File: config.mk
export PLATFORM = sky130hd
export DESIGN_NAME = lpm_ctrl
export DESIGN_NICKNAME = d
export VERILOG_FILES = /design/src/rtl/lpm_pkg.sv /design/src/rtl/lpm_rst_qual.sv /design/src/rtl/lpm_mode_fsm.sv /design/src/rtl/lpm_pin_force.sv /design/src/rtl/lpm_ctrl.sv
export SDC_FILE = /design/constraint.sdc
export NUM_CORES = 1
export LEC_CHECK = 0
export BUFFER_PORTS_ARGS = -buffer_cell sky130_fd_sc_hd__buf_2
export CAP_MARGIN = 20
export CELL_PAD_IN_SITES_DETAIL_PLACEMENT = 1
export CELL_PAD_IN_SITES_GLOBAL_PLACEMENT = 2
export CORE_AREA = 5 5 42 44
export CTS_BUF_LIST = sky130_fd_sc_hd__clkbuf_8
export DETAILED_ROUTE_END_ITERATION = 10
export DIE_AREA = 0 0 47 49
export PLACE_DENSITY = 0.8
export SYNTH_ARGS = -nofsm -noshare
export SYNTH_HDL_FRONTEND = slang
export SYNTH_SLANG_ARGS = --single-unit
File: constraint.sdc
create_clock -name clk -period 1.3 [get_ports clk]
set_input_delay 0.065 -clock clk [delete_from_list [all_inputs] [get_ports clk]]
set_output_delay 0.065 -clock clk [all_outputs]
set_load 0.05 [all_outputs]
File: src/rtl/lpm_pkg.sv
package lpm_pkg;
   typedef enum logic [1:0] {
      LPM_RUN  = 2'd0,
      LPM_IDLE = 2'd1,
      LPM_DOWN = 2'd2
   } lpm_mode_e;

   function automatic int unsigned cnt_bits(input int unsigned limit);
      return (limit < 2) ? 1 : $clog2(limit + 1);
   endfunction
endpackage

File: src/rtl/lpm_rst_qual.sv
module lpm_rst_qual #(
   parameter int unsigned RST_MC = 2
) (
   input  logic clk,
   input  logic rst_ni,
   input  logic rst_pin,
   input  logic mc_tick,
   output logic int_rst
);
   localparam int unsigned CW = lpm_pkg::cnt_bits(RST_MC);
   localparam logic [CW-1:0] LIMIT = CW'(RST_MC);

   logic [CW-1:0] cnt_q, cnt_d;

   // r1_ counts unbroken machine cycles with the pin high, saturating at the limit
   always_comb begin
      cnt_d = cnt_q;
      if (!rst_pin)
         cnt_d = '0;
      else if (mc_tick && (cnt_q != LIMIT))
         cnt_d = cnt_q + 1'b1;
   end

   always_ff @(posedge clk or negedge rst_ni) begin
      if (!rst_ni) cnt_q <= '0;
      else         cnt_q <= cnt_d;
   end

   assign int_rst = (cnt_q == LIMIT);
endmodule

File: src/rtl/lpm_mode_fsm.sv
module lpm_mode_fsm (
   input  logic               clk,
   input  logic               rst_ni,
   input  logic               int_rst,
   input  logic               rst_pin,
   input  logic               idle_req,
   input  logic               pdown_req,
   input  logic               irq_pending,
   output lpm_pkg::lpm_mode_e mode,
   output logic               guard
);
   import lpm_pkg::*;

   lpm_mode_e mode_q, mode_d;
   logic      guard_q, guard_d;

   always_comb begin
      mode_d = mode_q;
      if (int_rst) begin
         mode_d = LPM_RUN;
      end else begin
         unique case (mode_q)
            LPM_RUN: begin
               if (pdown_req)     mode_d = LPM_DOWN;        // priority
               else if (idle_req) mode_d = LPM_IDLE;
            end
            LPM_IDLE: begin
               if (irq_pending || rst_pin) mode_d = LPM_RUN;
            end
            LPM_DOWN: mode_d = LPM_DOWN;
            default:  mode_d = LPM_RUN;
         endcase
      end
   end

   // window between a pin-driven idle wake-up and the qualified reset
   always_comb begin
      guard_d = rst_pin && !int_rst && (guard_q || (mode_q == LPM_IDLE));
   end

   always_ff @(posedge clk or negedge rst_ni) begin
      if (!rst_ni) begin
         mode_q  <= LPM_RUN;
         guard_q <= 1'b0;
      end else begin
         mode_q  <= mode_d;
         guard_q <= guard_d;
      end
   end

   assign mode  = mode_q;
   assign guard = guard_q;
endmodule

File: src/rtl/lpm_pin_force.sv
module lpm_pin_force #(
   parameter int unsigned           N_STRB   = 2,
   parameter logic [N_STRB-1:0]     IDLE_LVL = '1,
   parameter logic [N_STRB-1:0]     DOWN_LVL = '0
) (
   input  lpm_pkg::lpm_mode_e mode,
   input  logic               ext_code,
   output logic               strb_force,
   output logic [N_STRB-1:0]  strb_level,
   output logic               bus_float
);
   import lpm_pkg::*;

   logic asleep;
   assign asleep     = (mode != LPM_RUN);
   assign strb_force = asleep;
   assign bus_float  = asleep && ext_code;

   for (genvar i = 0; i < N_STRB; i++) begin : g_strb
      always_comb begin
         unique case (mode)
            LPM_IDLE: strb_level[i] = IDLE_LVL[i];
            LPM_DOWN: strb_level[i] = DOWN_LVL[i];
            default:  strb_level[i] = 1'b0;
         endcase
      end
   end
endmodule

File: src/rtl/lpm_ctrl.sv
module lpm_ctrl #(
   parameter int unsigned       RST_MC   = 2,
   parameter int unsigned       N_STRB   = 2,
   parameter logic [N_STRB-1:0] IDLE_LVL = '1,
   parameter logic [N_STRB-1:0] DOWN_LVL = '0
) (
   input  logic              clk,
   input  logic              rst_ni,
   input  logic              rst_pin,
   input  logic              mc_tick,
   input  logic              idle_req,
   input  logic              pdown_req,
   input  logic              irq_pending,
   input  logic              ext_code,
   output logic              int_rst,
   output logic              cpu_clk_en,
   output logic              per_clk_en,
   output logic              osc_en,
   output logic              ram_wr_block,
   output logic              strb_force,
   output logic [N_STRB-1:0] strb_level,
   output logic              bus_float
);
   import lpm_pkg::*;

   if (RST_MC < 1) begin : g_bad_rst_mc
      $error("lpm_ctrl: RST_MC must be at least 1");
   end
   if (N_STRB < 1) begin : g_bad_n_strb
      $error("lpm_ctrl: N_STRB must be at least 1");
   end

   lpm_mode_e mode;
   logic      guard;

   lpm_rst_qual #(.RST_MC(RST_MC)) i_rst_qual (
      .clk     (clk),
      .rst_ni  (rst_ni),
      .rst_pin (rst_pin),
      .mc_tick (mc_tick),
      .int_rst (int_rst)
   );

   lpm_mode_fsm i_mode_fsm (
      .clk         (clk),
      .rst_ni      (rst_ni),
      .int_rst     (int_rst),
      .rst_pin     (rst_pin),
      .idle_req    (idle_req),
      .pdown_req   (pdown_req),
      .irq_pending (irq_pending),
      .mode        (mode),
      .guard       (guard)
   );

   lpm_pin_force #(
      .N_STRB   (N_STRB),
      .IDLE_LVL (IDLE_LVL),
      .DOWN_LVL (DOWN_LVL)
   ) i_pin_force (
      .mode       (mode),
      .ext_code   (ext_code),
      .strb_force (strb_force),
      .strb_level (strb_level),
      .bus_float  (bus_float)
   );

   // clock-enable map per mode
   assign cpu_clk_en   = (mode == LPM_RUN);
   assign per_clk_en   = (mode != LPM_DOWN);
   assign osc_en       = (mode != LPM_DOWN) || rst_pin;
   assign ram_wr_block = guard;
endmodule

# Word level (Yosys, flattened, before mapping)
# Cells that the tools add are included.
# op_classes
reduce_logical	11
add_sub_neg	1
eq_ne	8
mux	8
# ops
cell	count
two-way mux 2 bit	6
case mux 2 bit (3 select lines)	1
== test 2 bit, second input constant	2
logical AND 1 bit	4
inequality test 2 bit, second input constant	2
inequality test 4 x 3 -> 1 bit, second input constant	1
logical OR 1 bit	3
inequality test 3 x 1 -> 1 bit, second input constant	1
adder 2 x 1 -> 2 bit, second input constant	1
== test 2 x 1 -> 1 bit, second input constant	1
logical NOT 2 bit	1
inequality test 2 x 1 -> 1 bit, second input constant	1
AND reduction 2 bit	1
nonzero test 2 bit	1
logical NOT 1 bit	1
two-way mux 1 bit	1
# totals
elab_cells	31
input_bits	8
regBits	5

# Longest topological paths before layout
# Gate-level depths: netlist (run 1).
# logic_depth
depth_word	4
ltp_mapped	5

# By module
# Synthesis (run 1) repeated with hierarchy kept, for this count alone.
# hier_totals
cells_unflattened	28
hier_area_um2	299.0
# by_module_without_submodules
module	area_each_um2	cells_each	n_inst	seq_area_each_um2
lpm_mode_fsm	133.9	11	1	75.1
lpm_rst_qual	113.9	10	1	50.0
lpm_pin_force	30.0	4	1	0.0
lpm_ctrl	21.3	3	1	0.0

# Worst setup path after synthesis (run 1)
# Ideal clock, no wire load.
# synth_timing
path_kind	flip-flop to output port
from	register i_mode_fsm.mode_q[0] (netlist: i_mode_fsm.mode[0])
to	output port bus_float
t_arrival_ns	2.032
path_buffers	0
stages_incl_launch_ff	4
path_slack_ns	-0.797
cell_sequence	dfrtp_1 nor2_1 inv_1 and2_1
# synth_between
elab_chain_len	2
# synth_lines
element	line_no	text
start: declaration	lpm_mode_fsm.sv:14	lpm_mode_e mode_q, mode_d;
start signal: assignment	lpm_mode_fsm.sv:46	mode_q <= mode_d;
nonzero test 2 bit	lpm_pin_force.sv:15	assign asleep = (mode != LPM_RUN);
named net strb_force	lpm_ctrl.sv:20	output logic strb_force,
logical AND 1 bit	lpm_pin_force.sv:17	assign bus_float = asleep && ext_code;
end: declaration	lpm_ctrl.sv:22	output logic bus_float
# The timed path passes the listed nets, and every way through them passes these cells.

# Final worst setup path (run 1)
# layout_timing
from	register i_mode_fsm.mode_q[0] (netlist: i_mode_fsm.mode[0])
to	output port osc_en
# layout_between
elab_chain_len	2
# layout_lines
element	line_no	text
inequality test 2 bit	lpm_ctrl.sv:71	assign osc_en = (mode != LPM_DOWN) || rst_pin;
logical OR 1 bit	lpm_ctrl.sv:71	
end: declaration	lpm_ctrl.sv:18	output logic osc_en,
# No other way between the ends.

==> results.json, run 1 <==
{
  "status": "finished, final reports clean",
  "cp.required_ps": 1240,
  "synth_nets": 37,
  "clock_sinks": 5,
  "die_area_um2": 2300,
  "synth-main-ff-cell": "dfrtp_1",
  "fin_crit_ps": 1280,
  "finClkSkew_ps": 3.37,
  "rsz0062_at_grt": "yes",
  "period_share": 0.988,
  "synth_cells": 28,
  "ys_seq_area_frac": 0.452,
  "hold_path_class": "in -> reg",
  "post_drt_wl_per_cell_um": 12.3,
  "grt_start_max_net_pins": 7,
  "synth_common_cells": "dfrtp_1 (5), nor2_1 (5), and2_1 (2), inv_1 (2), nor3_1 (2)",
  "vias_per_cell": 4.18,
  "clk_latency_ps": 220,
  "diodes": 0,
  "die_h_um": 49,
  "cts_max_path_buffers": 2,
  "htreeDepth": 1,
  "gr-total-overflow": 0,
  "synth_top_area_cell": "dfrtp_1",
  "drc": 0,
  "drtIter0Drc": 2,
  "worst_pin_slew_ps": 251,
  "cts_root_buffer": "clkbuf_8",
  "synth_edf_count": 0,
  "peakVddDrop_v": 0.000683,
  "cts_tree": "yes",
  "final_util": 0.344,
  "post_dp_cell_area_um2": 393,
  "yosys_warnings": 0,
  "cp-start-kind": "flop",
  "maxCapViolCount": 0,
  "ant_nets": 0,
  "clk_pin_slew_ps": 40,
  "cp.arrival_ps": 1220,
  "num_io_pins": 17,
  "synth-seq-cells": 5,
  "portBuffers": 16,
  "via_count": 272,
  "r2r_slack_ps": 170,
  "grt_first_pass_wirelength_mm": 1.27,
  "area_growth_pct": 74.2,
  "die_w_um": 47,
  "ys_top_cells_by_area": "dfrtp_1 (45%), nor2_1 (6.8%), nand2b_4 (5.0%)",
  "core_um2": 1400,
  "hold_viol_final": 0,
  "nNetsFinal": 59,
  "drv_slew": 0,
  "setup_viol": 0,
  "first_global_vias": 269,
  "relSlewSlack": 0.834,
  "syn_area_um2": 277,
  "final_area_um2": 482,
  "dr.pass1.iters": 4,
  "drive_above_1_share": 0.612,
  "synth_cell_types": 17,
  "wl_um": 799,
  "critPathMaxFanout": 4,
  "grt_util_all_layers": 0.0792,
  "antenna_found_initial": 0,
  "globalplace.congestion": 0.678,
  "worstSetupPathType": "reg -> out",
  "finalPower_uw": 852,
  "start_util": 0.197,
  "fmax_mhz": 778,
  "avgSynthCellArea_um2": 9.88,
  "num_rows": 14,
  "power_density_nw_per_um2": 1770,
  "worstSetupEndpointType": "output pin",
  "holdWs_ps": 123,
  "synthArstFlopShare": 1.00,
  "leakagePower_nw": 0.229,
  "synth_top_cell_area_share": 0.452,
  "cts_buffers": 3
}
## layout make-up
class | count | area [um^2]
Clock buffer | 3 | 41.3
Clock inverter | 1 | 3.75
Fill cell | 167 | 920
Inverter | 2 | 7.51
Multi-Input combinational cell | 20 | 163
Sequential cell | 5 | 128
Tap cell | 16 | 20.0
Timing Repair Buffer | 18 | 119
## flip-flops by register name, summed over array words and instances (netlist names)
| signal | cells |
|---|---|
| i_mode_fsm.mode | 2 |
| i_rst_qual.cnt_q | 2 |
| i_mode_fsm.guard | 1 |
## worst max-delay path, cell delays in order, from the launching register on
cell	delay [ps]
dfrtp_2	430
nand2b_2	190
or2_4	230
buf_8	150
## cell usage in the layout, fill, tap and decap left out, drive strengths merged, types with 2 or more instances in the layout
master and instances:
and2 2, nor2 5, nand2b 2, clkbuf 5
inv 3, buf 15, nor3b 2, dfrtp 5
nor2b 2, nor3 2
## timing repair
action                     in CTS  in global routing
setup endpoints to repair       2                  3
hold endpoints to repair        5                  0
hold buffers                    1                  0
resized for setup               6                  5
setup buffers                   1                  0
## metrics by stage
| stage | setup WS, ps | setup TNS (ps) | instances |
|---|---|---|---|
| 2_1_floorplan | -190 | -218 | 28 |
| 3_3_place_gp | 135 | 0 | 59 |
| 3_5_place_dp | 122 | 0 | 59 |
| 4_1_cts | 11.8 | 0 | 65 |
| 5_1_grt | -6.44 | -6.44 | 65 |
| 6_report | 15.4 | 0 | 65 |
## cell families (layout without fill, tap and decap cells)
family	count (synthesis)	after routing	synth area share
adder cells (fa/ha/maj)	1	1	0.0452
AO/OA/AOI/OAI	2	2	0.0452
XOR/XNOR	1	1	0.0317
flip-flops	5	5	0.452
buffers and inverters	3	24	0.0543
AND/OR/NAND/NOR	16	16	0.371
## routing by layer
metal  up-vias  GRT usage  wire length [um]
li1        131          -                 -
met1       136     0.0911               307
met2         5      0.127               450
met3         0     0.0332                42
met4         0     0.0276                 0
met5         -          0                 0
## power breakdown
group / total [mW] / internal (mW) / switching [mW] / leakage (nW)
Clock: 0.287 / 0.203 / 0.0840 / 0.0269
Sequential: 0.208 / 0.178 / 0.0293 / 0.0621
Combinational: 0.358 / 0.122 / 0.236 / 0.140
Total: 0.852 / 0.503 / 0.349 / 0.229
## path summary, 6_finish.rpt
path	end	start	cells after the start
worst max register to register	i_rst_qual.cnt_q[0]$_DFFE_PN0P_	i_rst_qual.cnt_q[0]$_DFFE_PN0P_	5
worst max-delay path	osc_en	i_mode_fsm.mode[0]$_DFFE_PN0P_	3
worst min-delay path	i_mode_fsm.mode[1]$_DFFE_PN0P_	pdown_req	3
min in group asynchronous	i_mode_fsm.guard$_DFF_PN0_	rst_ni	2
worst min register to register	i_mode_fsm.mode[0]$_DFFE_PN0P_	i_mode_fsm.mode[1]$_DFFE_PN0P_	1
max in group asynchronous	i_mode_fsm.mode[1]$_DFFE_PN0P_	rst_ni	2
(Power assumes the default switching activity.)
==> run 2, diff against run 1 <==
PLACE_DENSITY = 0.81   (was 0.8)
SYNTH_HIERARCHICAL = 1   (was default)
==> run 2 against run 1 <==
  * Worst setup slack better by 24 ps
  * First-iteration DRC count is 100% lower
  * Design area rose by 1.8%
  * Critical path depth fell by 1
  * Utilization increased by 0.62 points
  * Largest cell class unchanged
  * Synthesized area increased by 8.1%
  * Sequential power hardly changed
==> results.json, run 2 <==
{
  "cts_buffers": 3,
  "via_count": 289,
  "post_drt_wl_per_cell_um": 11.7,
  "hpwl_um": 620,
  "synth_top_area_cell": "dfrtp_1",
  "cp.arrival_ps": 1200,
  "synth-main-ff-cell": "dfrtp_1",
  "ant_nets": 0,
  "busiest_layer": "met2",
  "clk_pin_slew_ps": 40,
  "grt_start_max_net_pins": 10,
  "start_util": 0.213,
  "finalPower_uw": 810,
  "r2r_cells": 3,
  "r2r_start": "i_mode_fsm/mode[0]$_DFFE_PN0P_",
  "portBuffers": 16,
  "setup_ws_ps": 39.7,
  "synth_edf_count": 0,
  "area_growth_pct": 64.0,
  "critPathMaxFanout": 6,
  "final_common_cell": "buf_2",
  "crit_path_max_incr_delay_ps": 420,
  "drive_above_1_share": 0.549,
  "setup_viol": 0,
  "hold_depth": 3,
  "yosys_warnings": 6,
  "clk_latency_ps": 220,
  "relSlewSlack": 0.833,
  "nFillCells": 178,
  "worst_pin_slew_ps": 253,
  "cp-start-kind": "flop",
  "peakVddDrop_v": 0.000563,
  "rsz0062_at_grt": "no",
  "fin_crit_ps": 1260,
  "crit_path_top_delay_cell": "dfrtp_2",
  "drtIter0Drc": 0,
  "core_um2": 1400,
  "cts_max_path_buffers": 2,
  "wl_um": 784,
  "gr-total-overflow": 0,
  "ys_seq_area_frac": 0.418,
  "cts_tree": "yes",
  "status": "finished, final reports clean",
  "synth_common_cells": "dfrtp_1 (5), or3b_1 (3), inv_1 (2), nand2b_1 (2), nor2_1 (2)",
  "synth_top_cell_area_share": 0.418,
  "path_cells": "or3b_1, buf_6",
  "avgSynthCellArea_um2": 10.7,
  "ys_top_cells_by_area": "dfrtp_1 (42%), or3b_1 (8.8%), a211oi_2 (4.2%)",
  "num_rows": 14,
  "synth_cells": 28,
  "drc": 0,
  "synthArstFlopShare": 1.00,
  "grt_util_all_layers": 0.0764,
  "maxCapViolCount": 0,
  "period_share": 0.969,
  "die_area_um2": 2300,
  "htreeDepth": 1,
  "grt_first_pass_wirelength_mm": 1.17,
  "vias_per_cell": 4.31,
  "first_global_vias": 270,
  "hold_viol_final": 0,
  "die_w_um": 47,
  "synth_nets": 37,
  "nNetsFinal": 61,
  "hold_path_class": "in -> reg",
  "grt_util_met2": 0.102,
  "globalplace.congestion": 0.638,
  "diodes": 0,
  "use_met1": 0.0869,
  "synth-seq-cells": 5,
  "holdPathEnd": "i_mode_fsm/mode[1]$_DFFE_PN0P_",
  "drv_slew": 0,
  "power_density_nw_per_um2": 1650,
  "r2r_slack_ps": 60,
  "startpoint": "i_mode_fsm/mode[0]$_DFFE_PN0P_",
  "fmax_mhz": 793,
  "die_h_um": 49,
  "cts_root_buffer": "clkbuf_8",
  "worstSetupEndpointType": "output pin",
  "r2r_end": "i_mode_fsm/mode[0]$_DFFE_PN0P_",
  "clock_sinks": 5,
  "use_met3": 0.0443,
  "final_util": 0.350,
  "leakagePower_nw": 0.263,
  "antenna_found_initial": 0,
  "syn_area_um2": 299,
  "tns_ps": 0,
  "synth_most_common_cell": "dfrtp_1",
  "finClkSkew_ps": 1.63,
  "synth_cell_types": 19,
  "cp.required_ps": 1240,
  "num_io_pins": 17,
  "worstSetupPathType": "reg -> out",
  "pre_cts_slack_ps": 144,
  "dr.pass1.iters": 1,
  "hp-start": "pdown_req"
}
[run 2: cell types whose count changed in the layout (fill, tap and decap cells not counted), moves of 2 or more]
cell	before	now
or3b_1	0	3
buf_2	12	15
clkbuf_4	2	0
buf_4	1	3
nor2_1	4	2
nand2b_1	0	2
[run 2: metrics by stage]
| stage | hold slack, ps | std cells | cell area (um^2) |
|---|---|---|---|
| after floorplan | -231 | 28 | 312 |
| after global placement | -110 | 59 | 404 |
| after detailed placement | -109 | 59 | 404 |
| after CTS | 111 | 67 | 487 |
| after global routing | 135 | 67 | 490 |
| final | 119 | 67 | 490 |
[run 2: cells by family after synthesis]
| kind of cell | Yosys count | share of synthesized area |
|---|---|---|
| buffers and inverters | 3 | 0.0502 |
| AND/OR/NAND/NOR | 14 | 0.326 |
| multiplexers | 1 | 0.0335 |
| AO/OA/AOI/OAI | 4 | 0.130 |
| adder cells (fa/ha/maj) | 1 | 0.0418 |
| flip-flops | 5 | 0.418 |
[run 2: worst max-delay path, delay by kind of cell, from the launching register on]
kind                   cells  cell delay (ps)
buffers and inverters      1              160
flip-flops                 1              420
AND/OR/NAND/NOR            1              390
[run 2: final cells by class]
class / instances / area, um^2 / area share
clock buffer: 3 / 41.3 / 0.0842
clock inverter: 1 / 3.75 / 0.00765
inverter: 2 / 7.51 / 0.0153
multi-input combinational: 20 / 171 / 0.349
sequential: 5 / 128 / 0.260
tap: 16 / 20.0 / 0.0408
timing repair buffer: 20 / 119 / 0.242
[run 2: timing repair]
item / 4_1_cts / 5_1_grt
setup endpoints to repair: 1 / 1
hold buffers: 1 / 0
hold endpoints to repair: 5 / 0
resized for setup: 3 / 1
pin swaps: 0 / 0
setup buffers: 3 / 0
[run 2: metal layers]
layer / part of all wire / vias up
li1: - / 142
met1: 0.43 / 131
met2: 0.45 / 16
met3: 0.12 / 0
met4: 0 / 0
met5: 0 / -
[run 2: power by group]
group | total, mW | leakage, nW | internal [mW] | switching (mW)
clock | 0.279 | 0.0269 | 0.202 | 0.0765
sequential | 0.205 | 0.0621 | 0.178 | 0.0272
combinational | 0.327 | 0.174 | 0.108 | 0.219
[run 2: worst max-delay path by stage]
| stage | end | slack, ps | cells after the start |
|---|---|---|---|
| floorplan | i_rst_qual/cnt_q[1]$_DFFE_PN0P_ | 100 | 4 |
| global placement | i_rst_qual/cnt_q[1]$_DFFE_PN0P_ | 150 | 4 |
| detailed placement | i_rst_qual/cnt_q[1]$_DFFE_PN0P_ | 140 | 4 |
| CTS | osc_en | 20 | 2 |
| global route | osc_en | 1 | 2 |
| finish | osc_en | 40 | 2 |
